--- src/rtl/mtf_pkg.sv ---
package mtf_pkg;
  // Strobes from control to datapath; at most one is active per cycle.
  typedef struct packed {
    logic flushAll;
    logic doInsert;
    logic doPromote;
  } mtf_strobe_t;
endpackage

--- src/rtl/mtf_ctrl.sv ---
module mtf_ctrl
  import mtf_pkg::*;
#(
  parameter int DEPTH  = 8,
  parameter int WINDOW = 1,
  localparam int IDX_W = $clog2(DEPTH)
) (
  input  logic             clk,
  input  logic             rst_n,
  input  logic             flush,
  input  logic             insValid,
  input  logic             hit,
  input  logic [IDX_W-1:0] hitIdx,
  output mtf_strobe_t      strobes
);
  logic deepHit;

  always_comb begin
    deepHit           = hit && (int'(hitIdx) > WINDOW);
    strobes.flushAll  = flush;
    strobes.doInsert  = insValid && !flush;
    strobes.doPromote = deepHit && !insValid && !flush;
  end


  one_strobe_chk: assert property (@(posedge clk) disable iff (!rst_n)
    $onehot0({strobes.flushAll, strobes.doInsert, strobes.doPromote}));


  insert_wins_chk: assert property (@(posedge clk) disable iff (!rst_n)
    insValid |-> !strobes.doPromote);
endmodule

--- src/rtl/mtf_store.sv ---
module mtf_store
  import mtf_pkg::*;
#(
  parameter int DEPTH  = 8,
  parameter int VPN_W  = 20,
  parameter int CTX_W  = 8,
  parameter int PFN_W  = 20,
  parameter int WINDOW = 1,
  localparam int IDX_W = $clog2(DEPTH)
) (
  input  logic             clk,
  input  logic             rst_n,
  input  mtf_strobe_t      strobes,
  input  logic             lookupValid,
  input  logic [VPN_W-1:0] lookupVpn,
  input  logic [CTX_W-1:0] lookupCtx,
  input  logic [VPN_W-1:0] insVpn,
  input  logic [CTX_W-1:0] insCtx,
  input  logic [PFN_W-1:0] insPfn,
  output logic             hit,
  output logic [IDX_W-1:0] hitIdx,
  output logic [PFN_W-1:0] hitPfn
);
  logic [DEPTH-1:0]            slotValid;
  logic [DEPTH-1:0][VPN_W-1:0] slotVpn;
  logic [DEPTH-1:0][CTX_W-1:0] slotCtx;
  logic [DEPTH-1:0][PFN_W-1:0] slotPfn;
  logic [DEPTH-1:0]            matchVec;
  logic                        anyMatch;

  for (genvar g = 0; g < DEPTH; g++) begin : g_cmp
    assign matchVec[g] = slotValid[g] && (slotVpn[g] == lookupVpn) &&
                         (slotCtx[g] == lookupCtx);
  end

  // Lowest slot wins: scan from the back so the front overwrites.
  always_comb begin
    anyMatch = 1'b0;
    hitIdx   = '0;
    for (int i = DEPTH - 1; i >= 0; i--) begin
      if (matchVec[i]) begin
        anyMatch = 1'b1;
        hitIdx   = IDX_W'(i);
      end
    end
    hit    = lookupValid && anyMatch;
    hitPfn = slotPfn[hitIdx];
  end

  always_ff @(posedge clk) begin
    if (!rst_n || strobes.flushAll) begin
      slotValid <= '0;
      slotVpn   <= '0;
      slotCtx   <= '0;
      slotPfn   <= '0;
    end else if (strobes.doInsert) begin
      for (int i = 1; i < DEPTH; i++) begin
        slotValid[i] <= slotValid[i-1];
        slotVpn[i]   <= slotVpn[i-1];
        slotCtx[i]   <= slotCtx[i-1];
        slotPfn[i]   <= slotPfn[i-1];
      end
      slotValid[0] <= 1'b1;
      slotVpn[0]   <= insVpn;
      slotCtx[0]   <= insCtx;
      slotPfn[0]   <= insPfn;
    end else if (strobes.doPromote) begin
      for (int i = 1; i < DEPTH; i++) begin
        if (i <= int'(hitIdx)) begin
          slotValid[i] <= slotValid[i-1];
          slotVpn[i]   <= slotVpn[i-1];
          slotCtx[i]   <= slotCtx[i-1];
          slotPfn[i]   <= slotPfn[i-1];
        end
      end
      slotValid[0] <= slotValid[hitIdx];
      slotVpn[0]   <= slotVpn[hitIdx];
      slotCtx[0]   <= slotCtx[hitIdx];
      slotPfn[0]   <= slotPfn[hitIdx];
    end
  end


  flush_clears_chk: assert property (@(posedge clk) disable iff (!rst_n)
    strobes.flushAll |=> (slotValid == '0));


  insert_front_chk: assert property (@(posedge clk) disable iff (!rst_n)
    strobes.doInsert |=> slotValid[0] && (slotVpn[0] == $past(insVpn)) &&
      (slotPfn[0] == $past(insPfn)) &&
      (slotVpn[DEPTH-1] == $past(slotVpn[DEPTH-2])));


  promote_front_chk: assert property (@(posedge clk) disable iff (!rst_n)
    strobes.doPromote |=> slotValid[0] && (slotPfn[0] == $past(hitPfn)) &&
      (slotVpn[0] == $past(lookupVpn)));


  window_hold_chk: assert property (@(posedge clk) disable iff (!rst_n)
    (hit && int'(hitIdx) <= WINDOW && !strobes.flushAll && !strobes.doInsert)
      |=> $stable(slotVpn) && $stable(slotValid) && $stable(slotPfn));
endmodule

--- src/rtl/mtf_tlb.sv ---
module mtf_tlb
  import mtf_pkg::*;
#(
  parameter int DEPTH  = 8,
  parameter int VPN_W  = 20,
  parameter int CTX_W  = 8,
  parameter int PFN_W  = 20,
  parameter int WINDOW = 1,
  localparam int IDX_W = $clog2(DEPTH)
) (
  input  logic             clk,
  input  logic             rst_n,
  input  logic             lookupValid,
  input  logic [VPN_W-1:0] lookupVpn,
  input  logic [CTX_W-1:0] lookupCtx,
  output logic             hit,
  output logic [IDX_W-1:0] hitIdx,
  output logic [PFN_W-1:0] hitPfn,
  input  logic             insValid,
  input  logic [VPN_W-1:0] insVpn,
  input  logic [CTX_W-1:0] insCtx,
  input  logic [PFN_W-1:0] insPfn,
  input  logic             flush
);
  mtf_strobe_t strobes;

  mtf_ctrl #(.DEPTH(DEPTH), .WINDOW(WINDOW)) u_ctrl (
    .clk(clk), .rst_n(rst_n), .flush(flush), .insValid(insValid),
    .hit(hit), .hitIdx(hitIdx), .strobes(strobes)
  );

  mtf_store #(.DEPTH(DEPTH), .VPN_W(VPN_W), .CTX_W(CTX_W), .PFN_W(PFN_W),
              .WINDOW(WINDOW)) u_store (
    .clk(clk), .rst_n(rst_n), .strobes(strobes),
    .lookupValid(lookupValid), .lookupVpn(lookupVpn), .lookupCtx(lookupCtx),
    .insVpn(insVpn), .insCtx(insCtx), .insPfn(insPfn),
    .hit(hit), .hitIdx(hitIdx), .hitPfn(hitPfn)
  );
endmodule

--- config.mk ---
export PLATFORM = sky130hd
export DESIGN_NAME = mtf_tlb
export DESIGN_NICKNAME = d
export VERILOG_FILES = /design/src/rtl/mtf_pkg.sv /design/src/rtl/mtf_ctrl.sv /design/src/rtl/mtf_store.sv /design/src/rtl/mtf_tlb.sv
export SDC_FILE = /design/constraint.sdc
export NUM_CORES = 1
export LEC_CHECK = 0
export ABC_AREA = 0
export ABC_CLOCK_PERIOD_IN_PS = 5050
export BUFFER_PORTS_ARGS = -buffer_cell sky130_fd_sc_hd__buf_4
export CORE_MARGIN = 5
export CORE_UTILIZATION = 40
export CTS_CLUSTER_DIAMETER = 150
export CTS_CLUSTER_SIZE = 12
export DETAILED_ROUTE_END_ITERATION = 12
export HOLD_SLACK_MARGIN = 0.03
export SLEW_MARGIN = 20
export SYNTH_ARGS = -nofsm -noshare
export SYNTH_HDL_FRONTEND = slang
export SYNTH_SLANG_ARGS = --single-unit
--- constraint.sdc ---
create_clock -name clk -period 5.05 [get_ports clk]
set_clock_uncertainty 0.2 [all_clocks]
set_input_delay 1.01 -clock clk [delete_from_list [all_inputs] [get_ports clk]]
set_output_delay 1.01 -clock clk [all_outputs]
set_load 0.05 [all_outputs]
# Word level (Yosys, flattened, before mapping)
# Index checks and enable logic that the tools add are counted.
dict set report word_totals {
  register_bits 392
  inputBits 81
  output_inout_bits 24
  word_cells 157
}
dict set report op_classes {
  n_lt_le_gt_ge 9
  n_eq_ne 16
  n_mux 60
  reduce_logical 40
}
# cell n
set op_table {}
lappend op_table {{two-way mux 160 bit} 4}
lappend op_table {{two-way mux 20 bit} 16}
lappend op_table {{equality test 20 bit} 8}
lappend op_table {{two-way mux 64 bit} 2}
lappend op_table {{binary-select mux 20 bit (select 3 bit)} 2}
lappend op_table {{two-way mux 8 bit} 10}
lappend op_table {{equality test 8 bit} 8}
lappend op_table {{binary-select mux 8 bit (select 3 bit)} 1}
lappend op_table {{two-way mux 3 bit} 8}
lappend op_table {{logical AND 1 bit} 21}
lappend op_table {{two-way mux 1 bit} 16}
lappend op_table {{nonzero test 2 bit} 8}
lappend op_table {{AND reduction 2 bit} 7}
lappend op_table {{<= comparator 3 bit (first input constant)} 4}
lappend op_table {{<= comparator 2 x 3 -> 1 bit (first input constant)} 2}
lappend op_table {{< comparator 3 x 4 -> 1 bit (second input constant)} 1}
lappend op_table {{binary-select mux 1 bit (select 3 bit)} 1}
lappend op_table {{greater-than comparator 3 x 1 -> 1 bit (second input constant)} 1}
lappend op_table {{<= comparator 1 x 3 -> 1 bit (first input constant)} 1}
lappend op_table {{logical NOT 1 bit} 3}
lappend op_table {{logical OR 1 bit} 1}

# Depth between registers and ports, before layout
# Gate-level depths: netlist (run 1).
dict set report logic_depth {
  depth_word 17
  mapped_depth 14
  depth_no_buf 9
}

# Hierarchy
# Synthesis (run 1) repeated with hierarchy kept, for this count alone.
dict set report unflattened {
  hier_cells 2483
  hier_area_um2 20871.3
}
# mod n_inst cells_each area_each_um2 seq_area_each_um2
set modules_own_cells {}
lappend modules_own_cells {mtf_store 1 2479 20838.7 7847.5}
lappend modules_own_cells {mtf_ctrl 1 4 32.5 0.0}

# Worst setup path before layout (run 1)
# OpenSTA, ideal clock, no wires.
dict set report synth_timing {
  kind {in2out}
  startpoint {input lookupVpn[9]}
  endpoint {output hitPfn[18]}
  arrival_time_ps 3989
  required_ps 3840
  slack_ps -149
  cell_stages 12
  n_path_buf 4
  cell_sequence {buf_2 > xor2_1 > or4_1 > nor4_1 > and2_1 > o211ai_1 > a21oi_1 > buf_2 > buf_4 > buf_4 > mux2i_1 > o21bai_1}
}
dict set report synth_between {
  elab_chain_cells 13
  word_cells_on_any_way 34
}
# item line
set synth_rtl {}
lappend synth_rtl {{start: declaration} mtf_tlb.sv:14} ;# input logic [VPN_W-1:0] lookupVpn,
lappend synth_rtl {{equality test 20 bit} mtf_store.sv:32} ;# assign matchVec[g] = slotValid[g] && (slotVpn[g] == lookupVpn) &&
lappend synth_rtl {{logical AND 1 bit (2 in a row)} mtf_store.sv:32}
lappend synth_rtl {{two-way mux 3 bit (7 in a row)} mtf_store.sv:41} ;# if (matchVec[i]) begin
lappend synth_rtl {{two-way mux 3 bit (*)} mtf_store.sv:41}
lappend synth_rtl {{binary-select mux 20 bit (select 3 bit) (*)} mtf_store.sv:47} ;# hitPfn = slotPfn[hitIdx];
lappend synth_rtl {{two-way mux 20 bit (implied by the code) (*)} mtf_store.sv:47}
lappend synth_rtl {{end: declaration} mtf_tlb.sv:18} ;# output logic [PFN_W-1:0] hitPfn,
# Mark *: on every way between the ends. The rest lies on a longest branch, timed or not. The select of a mux whose other input is x is not followed.

# Worst setup path after layout (run 1)
dict set report layout_timing {
  startpoint {input lookupVpn[3]}
  endpoint {output hitPfn[11]}
}
# Same word-level chain as after synthesis.

==> results of run 1 <==
[flip-flops by register name, indices dropped and copies added (netlist names)]
name and cells:
u_store.slotCtx 64, u_store.slotPfn 160, u_store.slotValid 8, u_store.slotVpn 160
[routing by layer]
layer	vias to the layer above	share of wire [%]
li1	8880	-
met5	-	0.0086
met4	2	3.4
met2	889	40
met3	153	12
met1	9362	45
[power breakdown]
group | internal [mW] | switching [mW] | leakage (nW)
Combinational | 0.262 | 0.426 | 5.76
Sequential | 3.10 | 0.0170 | 3.16
Clock | 1.42 | 1.23 | 0.499
[tightest hold or removal path, delay by kind of cell (launching register included)]
kind | cells | cell delay, ns
DFF | 1 | 0.32
AOI/OAI and AO/OA | 1 | 0.05
and+or+nand+nor | 1 | 0.06
[metrics by stage]
stage,hold WS (ns),cells
5_1_grt,0.287,3292
3_3_place_gp,0.252,3229
2_1_floorplan,0.239,2432
3_5_place_dp,0.258,3229
6_report,0.269,3292
4_1_cts,0.267,3288
[synth_stat cells (22+ instances only)]
cell type                  number
sky130_fd_sc_hd__nand4_1       66
sky130_fd_sc_hd__o21ai_1       41
sky130_fd_sc_hd__dfxtp_1      392
sky130_fd_sc_hd__nand2_1      448
sky130_fd_sc_hd__and3_1        40
sky130_fd_sc_hd__mux2_2        84
sky130_fd_sc_hd__mux2i_1      138
sky130_fd_sc_hd__xnor2_1      139
sky130_fd_sc_hd__nor4_1        38
sky130_fd_sc_hd__buf_2         56
sky130_fd_sc_hd__nor2_1       167
sky130_fd_sc_hd__nand3_1      103
sky130_fd_sc_hd__a21oi_1      163
sky130_fd_sc_hd__o21ai_0       89
sky130_fd_sc_hd__and4_1        25
sky130_fd_sc_hd__xor2_1        89
sky130_fd_sc_hd__a221oi_1      28
sky130_fd_sc_hd__clkbuf_1     113
sky130_fd_sc_hd__nor3b_1       22
sky130_fd_sc_hd__buf_4         22
[cell families (layout without fill, tap and decap cells)]
logic type	Yosys count	in the layout	share of synthesized area [%]
DFF	392	392	37.8
and+or+nand+nor	952	952	21.4
xor gates and xnor gates	228	228	9.62
AOI/OAI and AO/OA	431	431	15.3
muxes	222	222	11.2
buffers and inverters	207	387	4.61
[path summary, 6_finish.rpt]
path | start | end | slack, ns | cells past startpoint
worst min register to register | u_store.slotPfn[37] | u_store.slotPfn[37] | 0.27 | 2
worst max-delay path | lookupVpn[3] | hitPfn[11] | -0.18 | 13
worst max register to register | u_store.slotVpn[141] | u_store.slotCtx[1] | 0.53 | 16
worst min-delay path | u_store.slotPfn[37] | u_store.slotPfn[37] | 0.27 | 2
[layout make-up]
class                           count  area, um2
Clock inverter                      2       38.8
Inverter                            4       15.0
Tap cell                          680        851
Clock buffer                       39        976
Sequential cell                   392       7850
Timing Repair Buffer              342       3420
Fill cell                        4655      25300
Multi-Input combinational cell   1833      13000
[repair_timing]
item | in CTS | in global routing
gates cloned | 4 | 0
pin swaps | 25 | 16
gates resized for setup | 153 | 37
buffers inserted | 15 | 10
setup endpoints to repair | 20 | 20
==> metrics.md, run 1 <==
| Metric | Value |
|---|---|
| DRC violation total after the first TritonRoute iteration | 1978 |
| Cts bufs inserted | 38 |
| Clock Tree Root | sky130_fd_sc_hd__clkbuf_16 |
| Worst-path cell chain | buf_4 -> buf_4 -> xor2_1 -> nor4_1 -> nand4_1 -> o211ai_1 -> a311oi_4 -> buf_12 -> bufbuf_16 -> and4_1 -> a2111oi_4 -> o221ai_4 -> buf_6 |
| Average instance area after synthesis | 8.53 um2 |
| Level count of the clock H-tree | 2 |
| Nets | 2692 |
| Placement Setup Slack | -0.571 ns |
| Total wire length after detailed routing | 81400 um |
| Clk buf depth | 3 |
| Dominant cell type by count on the critical path | sky130_fd_sc_hd__buf_4 |
| Cell variety after synth | 66 |
| Worst hold-check path type | flip-flop to flip-flop |
| Count of pins on the block boundary | 105 |
| Core Footprint | a little over 50000 um2 |
| Average wire length per cell after detail routing | between 20 and 25 um |
| Pwr/cell area | 247 nW/um2 |
| Status | finished, violations left |
| Total non-filler cell area in the finished layout | 26100 um2 |
| Max Clock Freq | approximately 0.19 GHz |
| Sequential cell area fraction in the yosys report | a little under two fifths |
| Number of maximum-capacitance constraint violations | 0 |
| Std-Cell Rows | 83 |
| Largest net degree at the start of global routing | 126 |
| Number of failing hold endpoints at the final stage | 0 |
| Most utilized layer in the global route result | met1 |
| TritonCTS clock tree | done |
| Port buffer count | 104 |
| Met1 global-route usage | 40.0% |
| Global route total overflow | 0 |
| RSZ-0062 raised after global routing | true |
| Top area cells in the synthesized netlist | sky130_fd_sc_hd__dfxtp_1 38%, sky130_fd_sc_hd__nand2_1 8.1%, sky130_fd_sc_hd__mux2i_1 6.7%, sky130_fd_sc_hd__xnor2_1 5.9%, sky130_fd_sc_hd__mux2_2 4.6% |
| Count of hold buffers inserted by post-cts repair | 0 |
| Data arrival time at the worst-slack endpoint | 4.02 ns |
| Violated checks | setup timing |
| Clock sinks | slightly below 400 |
| Final design utilization | 50.8% |
| Slowest stage delay, CP | 0.40 ns |
| Number of instances in the synthesized netlist | roughly 2400 |
| Via count of the first global-routing pass | 18300 |
| Max FO, Critical Path | 7 |
| Worst slew slack as a fraction of its limit | 41.4% |
| Async S/R FF share, synth | 0% |
| Floorplan die area | 56500 um2 |
| Insertion delay to the later sink of the worst-skew pair | 0.57 ns |
| Global-route track usage on met3 | between 9 and 10% |
| Top cell type's share of synthesized area | 37.8% |
| Layout cells sized above 1 | 24.0% |
| Placed wire-length estimate after detailed placement | 58200 um |
| Tmin final | 5.23 ns |
| Router iterations before antenna repair | 7 |
| Setup Viol. Count Final | 20 |
| Placed cell areas | approximately 24000 um2 |
| Largest voltage drop on the vdd net | 0.192 mV |
| Antenna Diode Count | 0 |
| Starting density of the core | around two fifths |
| Count of unresolved DRC violations after routing | 0 |
| Total count of max-transition violations in the final report | 0 |
| Met2 Resource Use GR | between 30% and 40% |
| Part of the cycle the worst path needs | 104% |
| Initial antenna violation count | 1 |
| Via-per-instance ratio | between 5 and 6 |
| Most common cell after layout, fill and taps aside | sky130_fd_sc_hd__nand2_1 |
| CP required | 3.84 ns |
| Register bit total from synthesis | 392 |
| Remaining antenna violation count after routing | 0 |
| Commonest register cell after synthesis | sky130_fd_sc_hd__dfxtp_1 |
| Signed area change from the synthesized netlist to the final layout | 25.9% |
| Type of origin of the critical path | input pin |
| Slowest cell on the critical path | sky130_fd_sc_hd__nor4_1 |
| Total power after layout | 6.45 mW |
| CP Capture Type | output pin |
| Post-Syn Nets | 2513 |
| Vert. Die Dim | between 200 and 250 um |
| Number of warning messages in the yosys log | 0 |
| Buffering stage count on the worst path with inverters included | 5 |
| Setup CP Type | input pin to output pin |
| Total global routing track utilization | 27.6% |
| Global-route wire length before repair | 120000 um |
| Clock Pin Slew Worst Setup and Hold Paths | 0.06 ns |
| Number of flops mapped to enable cells by yosys | 0 |
| Width of the die | 238 um |
| Vias post-DR | 19300 |
| Static leakage power | 9.42 nW |
| Leading cell types in the layout, fill and taps excluded | 447 x sky130_fd_sc_hd__nand2_1, 392 x sky130_fd_sc_hd__dfxtp_1, 255 x sky130_fd_sc_hd__buf_4 |
| Post-synth top area cell | sky130_fd_sc_hd__dfxtp_1 |
| Netlist area before placement | 20800 um2 |
| Setup TNS after final layout | -2.34 ns |
| Final setup margin | -0.180 ns |
| Transition at the pin with the smallest max-transition slack | approximately 0.9 ns |
| RePlAce Congestion | 1.02 |
| Kind of cell adding the most delay to the critical path | buffers and inverters |
No activity file was read; power rests on OpenSTA's default activity.
==> inputs of run 2 (changes only) <==
Settings changed: ABC_CLOCK_PERIOD_IN_PS 5050 to 4950.
Clock period 5.05 ns to 4.95 ns, I/O delays scaled along.
==> run 2 against run 1 <==
  * The run still ends with setup timing left
  * Final area up 1.6%
  * Global-route usage fell by 0.33 points
  * Register-to-register slack better by 0.02 ns
  * Hold slack barely moved
  * Via count up 0.23%
  * Sequential share of layout area decreased by 0.48 points
  * Cell count increased by 0.73%
  * Critical endpoint is now hitPfn[12]
  * Largest cell class unchanged
  * Largest power group unchanged
==> metrics.md, run 2 (synthesized netlist as in run 1, its figures left out) <==
| Metric | Value |
|---|---|
| Number of maximum-capacitance constraint violations | 0 (unchanged) |
| Worst reg2reg path depth | 14 (-2) |
| Initial antenna violation count | 1 (unchanged) |
| CP required | 3.76 ns (-0.08 ns) |
| Static leakage power | 9.64 nW (+2.3%) |
| Clock Tree Root | sky130_fd_sc_hd__clkbuf_16 |
| Worst-case register-to-register setup slack | 0.55 ns (+0.02 ns) |
| Max FO, Critical Path | 20 (+13) |
| Hold slack | 0.269 ns (+0.000445 ns) |
| Max Clock Freq | roughly 0.2 GHz |
| Transition at the pin with the smallest max-transition slack | 1.15 ns (+0.273 ns) |
| Router iterations before antenna repair | 6 (-1) |
| Placed wire-length estimate after detailed placement | 58500 um (+0.57%) |
| Slowest stage delay, CP | 0.55 ns (+0.15 ns) |
| Type of origin of the critical path | input pin |
| Setup CP Type | input pin to output pin |
| Count of hold buffers inserted by post-cts repair | 0 (unchanged) |
| Worst r2r src | u_store.slotVpn[141] |
| Leading cell types in the layout, fill and taps excluded | 446 x sky130_fd_sc_hd__nand2_1, 392 x sky130_fd_sc_hd__dfxtp_1, 271 x sky130_fd_sc_hd__buf_4 |
| Placed cell areas | 23900 um2 (+0.72%) |
| Global route total overflow | 0 (unchanged) |
| Total count of max-transition violations in the final report | 0 (unchanged) |
| Via-per-instance ratio | 5.83 (-0.50%) |
| Cts bufs inserted | 38 (unchanged) |
| Clock sinks | 392 (unchanged) |
| Placement Setup Slack | -0.340 ns (+0.231 ns) |
| Insertion delay to the later sink of the worst-skew pair | 0.57 ns (about the same) |
| Signed area change from the synthesized netlist to the final layout | 27.9% |
| Total wire length after detailed routing | 80600 um (-0.92%) |
| TritonCTS clock tree | done |
| Count of non-filler cells in the finished layout | 3316 (+0.73%) |
| Level count of the clock H-tree | 2 (unchanged) |
| Count of unresolved DRC violations after routing | 0 (unchanged) |
| Global-route wire length before repair | 119000 um (-0.35%) |
| Clock Pin Slew Worst Setup and Hold Paths | 0.06 ns (about the same) |
| Worst hold-check path type | flip-flop to flip-flop |
| Number of failing hold endpoints at the final stage | 0 (unchanged) |
| RSZ-0062 raised after global routing | true |
| Worst slew slack as a fraction of its limit | 23.0% (-18 points) |
| Crit Reg-Reg Endpoint | u_store.slotCtx[5] |
| Top Registers | u_store.slotPfn (160), u_store.slotVpn (160), u_store.slotCtx (64) |
| Destination of the worst hold path | u_store.slotPfn[49] |
| Data arrival time at the worst-slack endpoint | 3.83 ns (-0.19 ns) |
| Worst-path cell chain | buf_8 -> xor2_2 -> or4_4 -> nor4_4 -> o211ai_1 -> a311oi_4 -> buf_12 -> buf_6 -> nand4_1 -> buf_12 -> o221ai_2 -> buf_6 |
| Core Footprint | 51400 um2 (unchanged) |
| Starting density of the core | 40.4% (unchanged) |
| Floorplan die area | 56500 um2 (unchanged) |
| Part of the cycle the worst path needs | 101% |
| Remaining antenna violation count after routing | 0 (unchanged) |
| Port buffer count | 104 (unchanged) |
| Vias post-DR | 19300 (+0.23%) |
| Final setup margin | -0.0673 ns (+0.112 ns) |
| Via count of the first global-routing pass | 18100 (-1.1%) |
| Pwr/cell area | 249 nW/um2 (+0.75%) |
| Width of the die | 238 um (unchanged) |
| Most common cell after layout, fill and taps aside | sky130_fd_sc_hd__nand2_1 |
| Number of placed cells counting well taps | 3255 (+0.81%) |
| Slowest cell on the critical path | sky130_fd_sc_hd__or4_4 |
| Worst hold start | u_store.slotPfn[29] |
| CP Capture Type | output pin |
| Average wire length per cell after detail routing | 24.3 um (-1.6%) |
| Tmin final | roughly 5 ns |
| Setup Viol. Count Final | 20 (unchanged) |
| Layout cells sized above 1 | 26.1% (+2.1 points) |
| Count of pins on the block boundary | 105 (unchanged) |
| RePlAce Congestion | 1.02 (-0.42%) |
| Nets | 2715 (+0.85%) |
| Std-Cell Rows | 83 (unchanged) |
| Largest net degree at the start of global routing | 117 (-7.1%) |
| DRC violation total after the first TritonRoute iteration | 2110 (+6.7%) |
| Largest voltage drop on the vdd net | 0.189 mV (-1.6%) |
| Worst hold stages | 2 (unchanged) |
| Status | finished, violations left |
| Vert. Die Dim | 238 um (unchanged) |
| Total global routing track utilization | 27.3% (-0.33 points) |
| Total non-filler cell area in the finished layout | 26500 um2 (+1.6%) |
| Clk buf depth | 3 (unchanged) |
| Setup TNS after final layout | -0.965 ns (+1.38 ns) |
| Violated checks | setup timing |
==> run 2: layout make-up <==
type / instances / area [um2]
Multi-Input combinational cell: 1833 / 13200
Inverter: 4 / 15.0
Clock buffer: 39 / 976
Clock inverter: 2 / 38.8
Antenna cell: 1 / 2.50
Timing Repair Buffer: 365 / 3640
Fill cell: 4686 / 24900
Sequential cell: 392 / 7850
Tap cell: 680 / 851
==> run 2: where the power goes <==
group          internal (mW)  leakage, nW  switching (mW)  total, mW
combinational          0.294         5.99           0.435      0.729
sequential              3.17         3.16          0.0165       3.18
clock                   1.44        0.499            1.25       2.69
==> run 2: worst max-delay path: cells and delay by family <==
family                 cells  cell delay [ns]
XOR/XNOR                   1             0.15
AO/OA/AOI/OAI              3             0.86
buffers and inverters      5             0.85
AND/OR/NAND/NOR            3             0.95
==> run 2: stage by stage <==
stage	util, %	power (mW)
2_1_floorplan	-	3.60
3_3_place_gp	46.6	3.93
3_5_place_dp	46.6	3.93
4_1_cts	50.7	6.61
5_1_grt	51.6	6.79
6_report	51.6	6.60
==> run 2: what timing repair did <==
action                                  4_1_cts  5_1_grt
endpoints found under the setup margin       20       20
endpoints found under the hold margin         0        0
gates cloned                                  3        2
pin swaps                                    18       32
resized for setup                           174       65
setup buffers                                 9        7
==> run 2: worst max-delay path by stage <==
stage / to / slack [ns] / cells after the start / start
global placement: hitPfn[12] / -0.33 / 14 / lookupVpn[0]
detailed placement: hitPfn[19] / -0.34 / 14 / lookupVpn[1]
global route: hitPfn[0] / -0.16 / 15 / lookupVpn[18]
finish: hitPfn[12] / -0.07 / 12 / lookupVpn[0]
floorplan: hitPfn[0] / 0.04 / 10 / lookupVpn[2]
CTS: hitPfn[18] / -0.08 / 15 / lookupVpn[8]
==> run 2: metal layers <==
layer  wire [um]  GRT usage (%)  vias to the layer above
met5           0              0                        -
li1            -              -                     8926
met1       36500           41.1                     9364
met2       34000           39.5                      934
met3        8150           6.06                      106
met4        1940           6.93                        0
